File: config.mk
export PLATFORM = sky130hd
export DESIGN_NAME = scanseq_top
export DESIGN_NICKNAME = d
export VERILOG_FILES = /design/src/rtl/scanseq_pkg.sv /design/src/rtl/scanseq_geom.sv /design/src/rtl/scanseq_credit.sv /design/src/rtl/scanseq_walker.sv /design/src/rtl/scanseq_top.sv
export SDC_FILE = /design/constraint.sdc
export NUM_CORES = 1
export LEC_CHECK = 0
export ABC_AREA = 1
export BUFFER_PORTS_ARGS = -buffer_cell sky130_fd_sc_hd__buf_2
export CELL_PAD_IN_SITES_DETAIL_PLACEMENT = 0
export CELL_PAD_IN_SITES_GLOBAL_PLACEMENT = 2
export CORE_MARGIN = 5
export CORE_UTILIZATION = 31
export DETAILED_ROUTE_END_ITERATION = 7
export PLACE_DENSITY = 0.83
export SKIP_LAST_GASP = 1
export SLEW_MARGIN = 20
export SYNTH_ARGS = -nofsm -noshare
export SYNTH_HDL_FRONTEND = slang
export SYNTH_SLANG_ARGS = --single-unit
File: constraint.sdc
create_clock -name clk -period 8.1 [get_ports clk]
set_input_delay 0.81 -clock clk [delete_from_list [all_inputs] [get_ports clk]]
set_output_delay 0.81 -clock clk [all_outputs]
set_load 0.005 [all_outputs]
File: src/rtl/scanseq_pkg.sv
package scanseq_pkg;
  localparam int MODE_W     = 8;
  localparam int RING_PAGES = 4;
  localparam int PG_W       = $clog2(RING_PAGES);
  localparam int EXTRA_W    = 2;
  localparam int PGCNT_W    = 4;

  localparam int ST_PGCNT = 16;
  localparam int ST_BUSY  = 24;
  localparam int ST_DONE  = 25;

  // mode word, bit 7 down to bit 0
  typedef struct packed {
    logic                rep_f;
    logic                single_f;
    logic                clr_done;
    logic [EXTRA_W-1:0]  extra;
    logic                wr;
    logic                req_en;
    logic                chan_on;
  } mode_t;
endpackage

File: src/rtl/scanseq_geom.sv
module scanseq_geom #(
  parameter int ADDR_W = 22,
  parameter int DIM_W  = 16,
  parameter int XB     = 6
) (
  input  logic [ADDR_W-1:0] frame_base,
  input  logic [DIM_W-1:0]  frame_width,
  input  logic [DIM_W-1:0]  win_w,
  input  logic [DIM_W-1:0]  win_h,
  input  logic [DIM_W-1:0]  org_x,
  input  logic [DIM_W-1:0]  org_y,
  input  logic [DIM_W-1:0]  first_row,
  input  logic [DIM_W-1:0]  row,
  input  logic [DIM_W-1:0]  col,
  output logic [ADDR_W-1:0] addr,
  output logic [XB:0]       bursts,
  output logic              last_col,
  output logic              last_row,
  output logic              nonempty
);
  localparam logic [XB:0] FULL = {1'b1, {XB{1'b0}}};

  logic [XB-1:0]    rem;
  logic [DIM_W-1:0] ppr;

  assign rem      = win_w[XB-1:0];
  assign ppr      = (win_w >> XB) + DIM_W'(|rem);
  assign last_col = (col == ppr - DIM_W'(1));
  assign last_row = (row == win_h - DIM_W'(1));
  assign nonempty = (win_w != '0) && (win_h > first_row);
  assign bursts   = (!last_col || rem == '0) ? FULL : {1'b0, rem};

  logic [ADDR_W-1:0] row_abs;
  assign row_abs = ADDR_W'(org_y) + ADDR_W'(row);
  assign addr    = frame_base + row_abs * ADDR_W'(frame_width)
                 + ADDR_W'(org_x) + (ADDR_W'(col) << XB);
endmodule

File: src/rtl/scanseq_credit.sv
module scanseq_credit #(
  parameter int PAGES   = 4,
  parameter int EXTRA_W = 2
) (
  input  logic               clk,
  input  logic               rst_n,
  input  logic               chan_on,
  input  logic               take,
  input  logic               mem_done,
  input  logic               page_release,
  input  logic [EXTRA_W-1:0] extra,
  output logic               room,
  output logic               none_in_flight,
  output logic               done_ok
);
  localparam int CW = $clog2(PAGES + 1);

  logic [CW-1:0] held, infl;
  logic          rel_ok;

  assign done_ok        = mem_done && (infl != '0);
  assign rel_ok         = page_release && (held != '0);
  assign none_in_flight = (infl == '0);
  assign room           = (held < (CW'(PAGES) - CW'(extra))) && (infl < CW'(PAGES));

  always_ff @(posedge clk) begin
    if (!rst_n || !chan_on) begin
      held <= '0;
      infl <= '0;
    end else begin
      infl <= infl + CW'(take) - CW'(done_ok);
      held <= held + CW'(take) - CW'(rel_ok);
    end
  end

  // the ring never holds or awaits more than its page count
  assert_credit_bound_R7: assert property (@(posedge clk) disable iff (!rst_n || !chan_on)
    (held <= CW'(PAGES)) && (infl <= CW'(PAGES)));
endmodule

File: src/rtl/scanseq_walker.sv
module scanseq_walker #(
  parameter int DIM_W = 16,
  parameter int PG_W  = 2
) (
  input  logic             clk,
  input  logic             rst_n,
  input  logic             chan_on,
  input  logic             start,
  input  logic [DIM_W-1:0] first_row,
  input  logic             nonempty,
  input  logic             last_col,
  input  logic             last_row,
  input  logic             busy,
  input  logic             req_en,
  input  logic             room,
  input  logic             ready,
  output logic             offer,
  output logic             take,
  output logic             more,
  output logic [DIM_W-1:0] row,
  output logic [DIM_W-1:0] col,
  output logic [PG_W-1:0]  page
);
  assign take = offer && ready;

  always_ff @(posedge clk) begin
    if (!rst_n || !chan_on) begin
      offer <= 1'b0;
      more  <= 1'b0;
      row   <= '0;
      col   <= '0;
      page  <= '0;
    end else begin
      if (start) begin
        row  <= first_row;
        col  <= '0;
        page <= '0;
        more <= nonempty;
      end else if (take) begin
        page <= page + PG_W'(1);
        if (last_col) begin
          col <= '0;
          if (last_row) more <= 1'b0;
          else          row  <= row + DIM_W'(1);
        end else begin
          col <= col + DIM_W'(1);
        end
      end
      if (take)
        offer <= 1'b0;
      else if (!offer && busy && more && req_en && room)
        offer <= 1'b1;
    end
  end

  // an offered transfer is held with its position until accepted
  assert_hold_offer_R6: assert property (@(posedge clk) disable iff (!rst_n || !chan_on)
    offer && !ready |=> offer && $stable(row) && $stable(col) && $stable(page));

  // valid drops for at least one cycle after every acceptance
  assert_gap_after_take_R6: assert property (@(posedge clk) disable iff (!rst_n || !chan_on)
    take |=> !offer);

  // transfers are offered only inside a running frame
  assert_offer_in_frame_R10: assert property (@(posedge clk) disable iff (!rst_n || !chan_on)
    offer |-> busy);
endmodule

File: src/rtl/scanseq_top.sv
module scanseq_top
  import scanseq_pkg::*;
#(
  parameter int ADDR_W    = 22,
  parameter int DIM_W     = 16,
  parameter int XFER_BITS = 6
) (
  input  logic                 clk,
  input  logic                 rst_n,
  input  logic [ADDR_W-1:0]    cfg_frame_base,
  input  logic [DIM_W-1:0]     cfg_frame_width,
  input  logic [2*DIM_W-1:0]   cfg_win_size,
  input  logic [2*DIM_W-1:0]   cfg_win_origin,
  input  logic [DIM_W-1:0]     cfg_first_row,
  input  logic [MODE_W-1:0]    cfg_mode,
  input  logic                 frame_go,
  output logic                 xfer_valid,
  input  logic                 xfer_ready,
  output logic [ADDR_W-1:0]    xfer_addr,
  output logic [XFER_BITS:0]   xfer_bursts,
  output logic [PG_W-1:0]      xfer_page,
  output logic                 xfer_write,
  input  logic                 mem_done,
  input  logic                 page_release,
  output logic [31:0]          seq_status
);
  mode_t m;
  assign m = mode_t'(cfg_mode);

  logic               busy, done;
  logic [PGCNT_W-1:0] pgcnt;
  logic               offer, take, more, room, none_in_flight, done_ok;
  logic               last_col, last_row, nonempty;
  logic [DIM_W-1:0]   row, col;
  logic               start_acc, finish;

  scanseq_geom #(.ADDR_W(ADDR_W), .DIM_W(DIM_W), .XB(XFER_BITS)) u_geom (
    .frame_base (cfg_frame_base),
    .frame_width(cfg_frame_width),
    .win_w      (cfg_win_size[DIM_W-1:0]),
    .win_h      (cfg_win_size[2*DIM_W-1:DIM_W]),
    .org_x      (cfg_win_origin[DIM_W-1:0]),
    .org_y      (cfg_win_origin[2*DIM_W-1:DIM_W]),
    .first_row  (cfg_first_row),
    .row        (row),
    .col        (col),
    .addr       (xfer_addr),
    .bursts     (xfer_bursts),
    .last_col   (last_col),
    .last_row   (last_row),
    .nonempty   (nonempty)
  );

  scanseq_credit #(.PAGES(RING_PAGES), .EXTRA_W(EXTRA_W)) u_credit (
    .clk           (clk),
    .rst_n         (rst_n),
    .chan_on       (m.chan_on),
    .take          (take),
    .mem_done      (mem_done),
    .page_release  (page_release),
    .extra         (m.extra),
    .room          (room),
    .none_in_flight(none_in_flight),
    .done_ok       (done_ok)
  );

  scanseq_walker #(.DIM_W(DIM_W), .PG_W(PG_W)) u_walk (
    .clk      (clk),
    .rst_n    (rst_n),
    .chan_on  (m.chan_on),
    .start    (start_acc),
    .first_row(cfg_first_row),
    .nonempty (nonempty),
    .last_col (last_col),
    .last_row (last_row),
    .busy     (busy),
    .req_en   (m.req_en),
    .room     (room),
    .ready    (xfer_ready),
    .offer    (offer),
    .take     (take),
    .more     (more),
    .row      (row),
    .col      (col),
    .page     (xfer_page)
  );

  assign xfer_valid = offer;
  assign xfer_write = m.wr;

  assign start_acc = frame_go && !busy && m.req_en && (!done || (m.rep_f && !m.single_f));
  assign finish    = busy && !more && none_in_flight && !offer;

  always_ff @(posedge clk) begin
    if (!rst_n || !m.chan_on) begin
      busy  <= 1'b0;
      done  <= 1'b0;
      pgcnt <= '0;
    end else if (start_acc) begin
      busy  <= 1'b1;
      done  <= 1'b0;
      pgcnt <= '0;
    end else begin
      if (finish) begin
        busy <= 1'b0;
        done <= 1'b1;
      end else if (m.clr_done && !busy) begin
        done <= 1'b0;
      end
      if (done_ok) pgcnt <= pgcnt + PGCNT_W'(1);
    end
  end

  always_comb begin
    seq_status = '0;
    seq_status[ST_PGCNT +: PGCNT_W] = pgcnt;
    seq_status[ST_BUSY]             = busy;
    seq_status[ST_DONE]             = done;
  end

  // a frame is never running and finished at once
  assert_flags_excl_R10: assert property (@(posedge clk) disable iff (!rst_n || !m.chan_on)
    !(busy && done));

  // frame done only rises out of a running frame
  assert_done_from_busy_R10: assert property (@(posedge clk) disable iff (!rst_n || !m.chan_on)
    $rose(done) |-> $past(busy));

  // the completion counter moves by one or restarts at zero
  assert_pgcnt_step_R9: assert property (@(posedge clk) disable iff (!rst_n || !m.chan_on)
    (pgcnt != $past(pgcnt)) |-> ((pgcnt == $past(pgcnt) + PGCNT_W'(1)) || (pgcnt == '0)));

  // every offered transfer carries between 1 and 64 bursts
  assert_burst_range_R4: assert property (@(posedge clk) disable iff (!rst_n || !m.chan_on)
    xfer_valid |-> (xfer_bursts != '0) && (xfer_bursts <= (XFER_BITS+1)'(1 << XFER_BITS)));
endmodule

==> results.py, run 1 <==
metrics = {
    "sta": {
        "fin_crit_sh_pct": 97.2,
        "rsz0062_at_grt": "yes",
        "holdWs_ns": 0.492,
        "clock_skew_ns": 0.0186,
        "worst_slack_ns": 0.225,
        "max_freq_ghz": 0.127,
        "worst_slew_margin_rel_pct": 49.6,
        "fin_crit_ns": 7.88,
        "hold_viol": 0,
        "finalSetupViolCount": 0,
        "worst_slew_pin_slew_ns": 0.754,
        "maxSlewViolCount": 0,
    },
    "yosys": {
        "synthDistinctLibCells": 52,
        "synth_area_per_cell_um2": 7.03,
        "synth-edff-count": 0,
        "synthArstFlopShare_pct": 0,
        "netlist_area_mm2": 0.0139,
        "yosysSeqAreaShare_pct": 6.92,
        "synth_seq_cells": 48,
        "ys.flop_type": "dfxtp_1",
        "netlist_instances": 1973,
        "yosys_warnings": 0,
    },
    "route": {
        "wire_per_inst_um": 15.2,
        "ant_nets": 0,
        "drt-vias-per-instance": 4.50,
        "drtIter0Drc": 529,
        "routed_wl_mm": 43.0,
        "vias": 12800,
        "first_pass_iters": 4,
        "drc": 0,
    },
    "global_routing": {
        "antenna_found_initial": 4,
        "grt_max_degree": 38,
        "grt-ovfl-total": 0,
        "grt_pass1_wl_mm": 69.2,
        "grt_pass1_vias": 13300,
        "grt_use_total_pct": 17.2,
    },
    "place": {
        "placed_area_mm2": 0.0161,
        "place_ws_ns": -0.589,
        "numPlacedInstances": 2814,
        "port_buffers": 168,
        "hpwl_mm": 37.8,
        "place_congestion": 0.884,
    },
    "worst_setup_path": {
        "start_kind": "input pin",
        "worstPathRequired_ns": 7.29,
        "max_stage_delay_ns": 0.53,
        "critPathMostFrequentCell": "inv_2",
        "setup.worst_path.end_class": "output pin",
        "path_class": "input pin to output pin",
        "slowest_stage": "fa_2",
        "critPathArrivalTime_ns": 7.07,
        "critPathMaxFanout": 4,
    },
    "floorplanning": {
        "start_util_pct": 31.4,
        "die-area_mm2": 0.0491,
        "io_pins": 197,
        "rows": 77,
        "dieWidth_um": 222,
        "core_area_mm2": 0.0442,
        "die_h_um": 222,
    },
    "clock_tree": {
        "clockRootBuffer": "clkbuf_16",
        "clock-sinks": 48,
        "clk_pin_slew_worst_paths_ns": 0.08,
        "htree_levels": 2,
        "clk_path_buf_depth": 2,
        "postCtsHoldBufs": 0,
        "cts-buffers-inserted": 5,
        "clk_latency_ns": 0.31,
        "cts_tree": "built",
    },
    "pwr": {
        "vdd_drop_max_mv": 1.52,
        "power.leakage_nw": 9.04,
        "power_density_mw_per_mm2": 536,
    },
    "final_layout": {
        "fin_util_pct": 39.1,
        "area_growth_pct": 24.5,
        "design_area_mm2": 0.0173,
        "fin_cells": 2837,
        "n_fill_cell": 4670,
        "final_nets": 2701,
        "drive_gt1_share_pct": 23.0,
    },
    "status": {
        "status": "finished clean",
    },
    "min_path": {
        "hp-class": "register to register",
    },
    "flow_run": {
        "cap_viol_max_count": 0,
    },
}
sequential cells by signal (all words and copies together) (netlist names):
register and cells:
u_walk.col 16, u_walk.page 2, busy 1, u_walk.row 16, u_walk.offer 1, u_credit.infl 3
done 1, pgcnt 4, u_walk.more 1, u_credit.held 3
synth_stat cells, drive strengths merged (2+ instances only):
cell type | n | share of area (%)
nor3 | 22 | 0.79
ha | 119 | 11
o21ai | 51 | 1.8
buf | 36 | 2.0
nor4 | 11 | 0.54
o211ai | 2 | 0.11
a31oi | 2 | 0.090
fa | 207 | 30
nor3b | 3 | 0.16
clkbuf | 28 | 0.76
o21a | 4 | 0.22
a21boi | 2 | 0.11
nor2 | 217 | 6.4
o31ai | 3 | 0.16
xnor3 | 2 | 0.32
nand3 | 117 | 4.5
nand3b | 7 | 0.38
o21bai | 3 | 0.16
o2111ai | 2 | 0.13
or2 | 6 | 0.27
inv | 472 | 13
dfxtp | 48 | 6.9
a21oi | 65 | 2.4
nand4 | 37 | 1.7
o311ai | 2 | 0.13
xnor2 | 21 | 1.3
clkinv | 7 | 0.19
xor2 | 42 | 2.7
nand2 | 428 | 12
kinds of logic after synthesis:
group | count (synthesis) | share of synthesized area [%]
compound gates | 141 | 5.61
xor+xnor | 65 | 4.30
fa+ha+maj | 326 | 40.6
buf+inv | 543 | 15.7
flops | 48 | 6.92
other cells | 1 | 0.0270
simple gates | 849 | 26.9
placed cells by master, fill, tap and decap left out, drive strengths merged, types with 3 or more instances in the layout:
cell type	netlist	routed
nand2	428	428
nand3b	7	7
clkbuf	28	6
fa	207	207
clkinv	7	7
ha	119	119
nor3b	3	3
o21a	4	4
dfxtp	48	48
xor2	42	42
a21oi	65	65
conb	1	26
nor2	217	217
o31ai	3	3
nor3	22	22
o21bai	3	3
or2	6	6
nor4	11	11
nand3	117	117
xnor2	21	21
nand4	37	37
inv	472	472
buf	36	301
o21ai	51	51
per-layer routing:
| layer | vias up | GRT usage (%) | part of all wire [%] |
|---|---|---|---|
| met5 | - | 0 | 0.060 |
| met1 | 6024 | 23.2 | 46 |
| met3 | 45 | 1.71 | 3.4 |
| met2 | 244 | 29.6 | 48 |
| li1 | 6456 | - | - |
| met4 | 4 | 4.18 | 2.5 |
power by group:
part | total, mW | internal [mW] | leakage (nW) | switching, mW
combinational | 8.81 | 4.51 | 8.58 | 4.31
clock | 0.208 | 0.112 | 0.0657 | 0.0954
sequential | 0.238 | 0.237 | 0.387 | 0.00113
total | 9.26 | 4.86 | 9.04 | 4.40
worst max-delay path, delay by kind of cell:
family          cells  cell delay [ns]
fa+ha+maj           9             3.46
buf+inv            15             1.23
compound gates      5             0.73
simple gates        9             0.67
xor+xnor            1             0.15
per-stage QoR:
| stage | power, mW | TNS [ns] |
|---|---|---|
| finish | 9.26 | 0 |
| floorplan | 4.24 | 0 |
| detailed placement | 7.57 | -1.87 |
| global route | 10.4 | -0.203 |
| CTS | 7.94 | 0 |
| global placement | 7.53 | -1.17 |
path summary, 6_finish.rpt:
kind                                    start                     endpoint  slack [ns]  cells past startpoint
setup / recovery           cfg_win_origin[16]                xfer_addr[17]        0.22                     39
hold / removal    u_walk.page[0]$_SDFFE_PP0P_  u_walk.page[0]$_SDFFE_PP0P_        0.49                      1
setup reg to reg    u_walk.offer$_SDFFE_PP0P_  u_walk.col[15]$_SDFFE_PP0P_        5.36                     13
hold reg to reg   u_walk.page[0]$_SDFFE_PP0P_  u_walk.page[0]$_SDFFE_PP0P_        0.49                      1
timing repair:
item                       in CTS  in global routing
cloned                          0                  1
pin swaps                       5                 87
gates resized for setup        28                189
setup buffers                   1                 12
setup endpoints to repair       6                  9
area by class of cell:
cell class | count | area (um^2) | area share (%)
repair buffers | 302 | 1990 | 11.5
well taps | 592 | 741 | 4.29
multi-input cells | 1407 | 11600 | 67.3
clock inverters | 2 | 12.5 | 0.0724
diodes | 2 | 5.00 | 0.0290
flip-flops and latches | 48 | 962 | 5.57
clock buffers | 5 | 125 | 0.724
inverters | 479 | 1810 | 10.5
Power figures use the tool's default switching activity.
==> run 2: changes to the inputs <==
- ABC_AREA: 1 -> default
- CORE_UTILIZATION: 31 -> 32
- PLACE_DENSITY: 0.83 -> 0.82
==> run 2 against run 1 <==
Net effect:
- register-to-register slack got worse by 0.45 ns
- cell count fell by 18%
- the run now ends with negative setup slack left
- highest routed layer unchanged
- clock-buffer cell count did not move
- die area fell by 9.5%
==> results.py, run 2 <==
metrics = {
    "status": {
        "status": "complete, but fails checks",
        "violations": "negative setup slack",
    },
    "worst_setup_path": {
        "critPathMostFrequentCell": "fa_1",
        "critPathArrivalTime_ns": 8.10,
        "worstPathRequired_ns": 7.29,
        "slowest_stage": "fa_1",
        "critPathMaxFanout": 5,
        "startpoint": "cfg_win_origin[17]",
        "max_stage_delay_ns": 0.55,
        "start_kind": "input pin",
        "path_class": "input pin to output pin",
        "setup.worst_path.end_class": "output pin",
        "r2r_start": "u_walk.col[4]$_SDFFE_PP0P_",
    },
    "final_layout": {
        "final_cell_mix": "312 x inv_1, 195 x fa_1, 164 x buf_2",
        "n_fill_cell": 4148,
        "final_common_cell": "inv_1",
        "area_growth_pct": 23.8,
        "reg_top3": "u_walk.col x16, u_walk.row x16, pgcnt x4",
        "drive_gt1_share_pct": 23.1,
        "fin_util_pct": 40.1,
        "fin_cells": 2313,
        "final_nets": 2243,
    },
    "yosys": {
        "ys.flop_type": "dfxtp_1",
        "synthDistinctLibCells": 65,
        "synth_top_area_share_pct": 32.1,
        "synth_most_common_cell": "inv_1",
        "yosys_warnings": 0,
        "synth_area_per_cell_um2": 8.40,
        "synthArstFlopShare_pct": 0,
        "netlist_instances": 1535,
        "ys_top_cells_by_area": "fa_1 32%, ha_1 12%, inv_1 9.5%, dfxtp_1 7.4%, xnor2_1 6.2%",
        "yosys-top-cells-count": "326 x inv_1, 207 x fa_1, 146 x nand2_1, 119 x ha_1, 111 x and2_1",
        "netlist_area_mm2": 0.0129,
        "synth_seq_cells": 48,
        "synth-edff-count": 0,
        "synth_area_leader_cell": "fa_1",
        "yosysSeqAreaShare_pct": 7.45,
    },
    "clock_tree": {
        "clk_latency_ns": 0.30,
        "cts_tree": "built",
        "clock-sinks": 48,
        "clockRootBuffer": "clkbuf_16",
        "cts-buffers-inserted": 5,
        "clk_path_buf_depth": 2,
        "clk_pin_slew_worst_paths_ns": 0.07,
        "htree_levels": 2,
    },
    "global_routing": {
        "grt_max_degree": 31,
        "grt_pass1_vias": 11500,
        "grt-ovfl-total": 0,
        "grt_pass1_wl_mm": 60.0,
        "grt_use_total_pct": 16.8,
        "antenna_found_initial": 4,
    },
    "route": {
        "wire_per_inst_um": 15.9,
        "drc": 0,
        "drt-vias-per-instance": 4.59,
        "routed_wl_mm": 36.7,
        "drtIter0Drc": 362,
        "ant_nets": 0,
        "first_pass_iters": 4,
        "vias": 10600,
    },
    "floorplanning": {
        "die_h_um": 211,
        "io_pins": 197,
        "rows": 73,
        "start_util_pct": 32.4,
        "die-area_mm2": 0.0444,
        "dieWidth_um": 211,
        "core_area_mm2": 0.0398,
    },
    "min_path": {
        "hp-start": "done$_SDFFE_PP0P_",
        "hp-class": "register to register",
    },
    "place": {
        "hpwl_mm": 32.1,
        "place_congestion": 0.866,
        "port_buffers": 168,
        "numPlacedInstances": 2290,
    },
    "sta": {
        "rsz0062_at_grt": "yes",
        "max_freq_ghz": 0.112,
        "fin_crit_sh_pct": 110,
        "worst_slack_ns": -0.810,
        "clock_skew_ns": 0.00765,
        "worst_slew_margin_rel_pct": 43.4,
        "hold_viol": 0,
        "fin_crit_ns": 8.91,
        "maxSlewViolCount": 0,
        "worst_slew_pin_slew_ns": 0.841,
        "finalSetupViolCount": 7,
        "holdWs_ns": 0.501,
    },
    "flow_run": {
        "cap_viol_max_count": 0,
    },
}
==> run 2: cell types whose count changed in the layout (fill, tap and decap cells not counted), sizes merged, moves of 21 or more <==
cell / previous run / this run
a21oi: 65 / 42
and2: 0 / 111
inv: 472 / 327
nand2: 428 / 146
nand3: 117 / 29
nand4: 37 / 11
nor2: 217 / 65
nor2b: 0 / 21
xnor2: 21 / 92
==> run 2: final timing paths <==
| kind | cells after the start | slack, ns | end |
|---|---|---|---|
| min | 2 | 0.50 | done$_SDFFE_PP0P_ |
| min reg2reg | 2 | 0.50 | done$_SDFFE_PP0P_ |
| max | 32 | -0.81 | xfer_addr[21] |
| max reg2reg | 10 | 4.91 | u_walk.row[9]$_SDFFE_PP0P_ |
==> run 2: critical path: cells and delay by family <==
kind | cells | cell delay (ns)
buffers and inverters | 8 | 0.73
xor gates and xnor gates | 4 | 0.76
and+or+nand+nor | 4 | 0.68
adders and majority gates | 8 | 3.53
AOI/OAI and AO/OA | 8 | 1.57
==> run 2: per-layer routing <==
metal / track usage [%] / part of all wire (%) / vias up
met5: 0 / 0.052 / -
met4: 3.51 / 1.9 / 4
met3: 2.09 / 3.9 / 44
met2: 29.3 / 48 / 206
met1: 22.4 / 46 / 5157
li1: - / - / 5202
==> run 2: area by class of cell <==
class                      count  area (um^2)  share of cell area (%)
tap                          525          657                    4.11
inverter                     326         1220                    7.66
clock buffer                   5          125                   0.783
antenna                        2         5.00                  0.0313
sequential                    48          961                    6.02
timing repair buffer         289         1860                    11.6
multi-input combinational   1115        11100                    69.3
clock inverter                 3         68.8                   0.431
==> run 2: stage by stage <==
| step | setup WS (ns) | instance area (um^2) | setup TNS (ns) |
|---|---|---|---|
| floorplan | -0.0588 | 13300 | -0.0588 |
| global placement | -0.935 | 15200 | -3.97 |
| detailed placement | -0.989 | 15200 | -4.43 |
| CTS | -0.828 | 15700 | -3.23 |
| global route | -1.06 | 16000 | -4.85 |
| finish | -0.810 | 16000 | -2.76 |
==> run 2: repair_timing <==
item                                    4_1_cts  5_1_grt
endpoints found under the setup margin        8       10
hold buffers                                  0        0
gates resized for setup                      53       45
buffers inserted                              8        5
pin swaps                                    33       49
==> run 2: kinds of logic after synthesis <==
kind of cell,count (synthesis),synth area share (%)
AO/OA/AOI/OAI,156,7.93
buffers and inverters,397,12.5
multiplexers,7,0.563
AND/OR/NAND/NOR,469,18.8
XOR/XNOR,131,9.11
other,1,0.0291
flip-flops,48,7.45
adder cells (fa/ha/maj),326,43.7
Power of run 2 is not shown: default switching activity piles up to over one toggle a cycle in this logic, so the estimate is an artifact.
==> run 3: changes to the inputs <==
- CORE_UTILIZATION: 32 -> 36
- PLACE_DENSITY: 0.82 -> 0.87
- clock period: 8.1 -> 10 ns (I/O delays scaled with it)
==> run 3 against run 2 <==
Net effect:
- the flow now finishes without violations
- clock-buffer cell count is the same
- wire length is 5.2% lower
- setup slack gained 1.1 ns
- non-clock buffer count is 72 lower
- sequential share of layout area grew 0.47 points
- sequential cell count unchanged
- via count decreased by 2.2%
- hold slack worse by 0.0077 ns
==> results.py, run 3 (synthesis gave the netlist of run 2 again) <==
metrics = {
    "final_layout": {
        "final_common_cell": "inv_1",
        "final_cell_mix": "324 x inv_1, 204 x fa_1, 168 x buf_2",
        "reg_top3": "u_walk.col x16, u_walk.row x16, pgcnt x4",
        "area_growth_pct": 14.9,
        "drive_gt1_share_pct": 15.8,
        "multi_input_area_mm2": 0.0107,
        "final_nets": 2171,
        "regArea_um2": 961,
        "n_fill_cell": 3617,
    },
    "worst_setup_path": {
        "slowest_stage": "fa_1",
        "crit_buf_inv": 9,
        "critPathMaxFanout": 5,
        "critPathMostFrequentCell": "fa_1",
        "start_kind": "input pin",
        "worstPathRequired_ns": 9.00,
        "max_stage_delay_ns": 0.55,
        "path_class": "input pin to output pin",
        "critPathArrivalTime_ns": 8.71,
        "crit_family": "adder cells",
        "setup.worst_path.end_class": "output pin",
    },
    "global_routing": {
        "grt-ovfl-total": 0,
        "grt_pass1_vias": 11200,
        "use_met2_pct": 31.0,
        "busiest_layer": "met2",
        "grt_pass1_wl_mm": 58.0,
        "antenna_found_initial": 8,
        "use_met3_pct": 2.60,
        "grt_use_met1_pct": 24.5,
        "grt_use_total_pct": 18.1,
        "grt_max_degree": 31,
    },
    "sta": {
        "clock_skew_ns": 0.0121,
        "setup_tns_ns": 0,
        "fin_crit_ns": 9.71,
        "fin_crit_sh_pct": 97.1,
        "hold_viol": 0,
        "finalSetupViolCount": 0,
        "maxSlewViolCount": 0,
        "max_freq_ghz": 0.103,
        "worst_slack_ns": 0.289,
        "worst_slew_margin_rel_pct": 52.8,
        "worst_slew_pin_slew_ns": 0.702,
    },
    "floorplanning": {
        "io_pins": 197,
        "die_h_um": 199,
        "dieWidth_um": 199,
        "rows": 69,
        "die-area_mm2": 0.0397,
        "start_util_pct": 36.4,
        "core_area_mm2": 0.0355,
    },
    "clock_tree": {
        "clk_pin_slew_worst_paths_ns": 0.06,
        "clockRootBuffer": "clkbuf_16",
        "cts-buffers-inserted": 5,
        "clock-sinks": 48,
        "clk_latency_ns": 0.30,
        "cts_tree": "built",
        "clk_path_buf_depth": 2,
        "htree_levels": 2,
    },
    "flow_run": {
        "cap_viol_max_count": 0,
    },
    "route": {
        "first_pass_iters": 5,
        "drtIter0Drc": 396,
        "drc": 0,
        "drt-vias-per-instance": 4.77,
        "vias": 10400,
        "wire_per_inst_um": 16.0,
        "routed_wl_mm": 34.8,
        "ant_nets": 0,
    },
    "place": {
        "place_congestion": 0.846,
        "hpwl_mm": 30.5,
        "place_ws_ns": -0.187,
        "port_buffers": 168,
    },
    "min_path": {
        "hp-class": "register to register",
    },
    "status": {
        "status": "finished clean",
    },
}
## run 3: changes by cell type in the layout (fill, tap and decap cells not counted), sizes merged
| cell | delta |
|---|---|
| buf | -72 |
| bufinv | -1 |
| clkinvlp | +1 |
## run 3: final cells by class
| type | instances | share of cell area, % |
|---|---|---|
| inverters | 326 | 8.25 |
| clock buffers | 5 | 0.844 |
| clock inverters | 3 | 0.312 |
| multi-input cells | 1115 | 71.9 |
| well taps | 461 | 3.89 |
| repair buffers | 217 | 8.24 |
| diodes | 2 | 0.0338 |
| flip-flops and latches | 48 | 6.48 |
## run 3: layer usage
| metal | routed length [um] | vias up |
|---|---|---|
| met3 | 1590 | 54 |
| met1 | 15600 | 5028 |
| met4 | 723 | 14 |
| met5 | 97 | - |
| met2 | 16800 | 214 |
| li1 | - | 5068 |
## run 3: final timing paths
check | startpoint | end | slack [ns] | cells past startpoint
worst max register to register | u_walk.col[4]$_SDFFE_PP0P_ | u_walk.row[9]$_SDFFE_PP0P_ | 6.87 | 10
worst min register to register | done$_SDFFE_PP0P_ | done$_SDFFE_PP0P_ | 0.49 | 2
worst max-delay path | cfg_win_origin[17] | xfer_addr[21] | 0.29 | 36
worst min-delay path | done$_SDFFE_PP0P_ | done$_SDFFE_PP0P_ | 0.49 | 2
## run 3: what timing repair did
item,CTS,global route
buffers inserted,0,6
endpoints found under the setup margin,1,2
gates resized for setup,1,38
hold buffers,0,0
pin swaps,3,34
## run 3: worst min-delay path, stage by stage (launching register included)
cell	delay, ns
dfxtp_1	0.32
o21ai_0	0.07
a21oi_1	0.06
## run 3: stage by stage
stage / cell area, um^2 / util, % / hold WS (ns) / instances
finish: 14800 / 41.8 / 0.494 / 2177
detailed placement: 14400 / 40.5 / 0.481 / 2162
global placement: 14400 / 40.5 / 0.483 / 2162
global route: 14800 / 41.8 / 0.524 / 2176
CTS: 14600 / 41.0 / 0.498 / 2170
floorplan: 13000 / - / 0.463 / 1560
Power of run 3 is left out for the same reason.
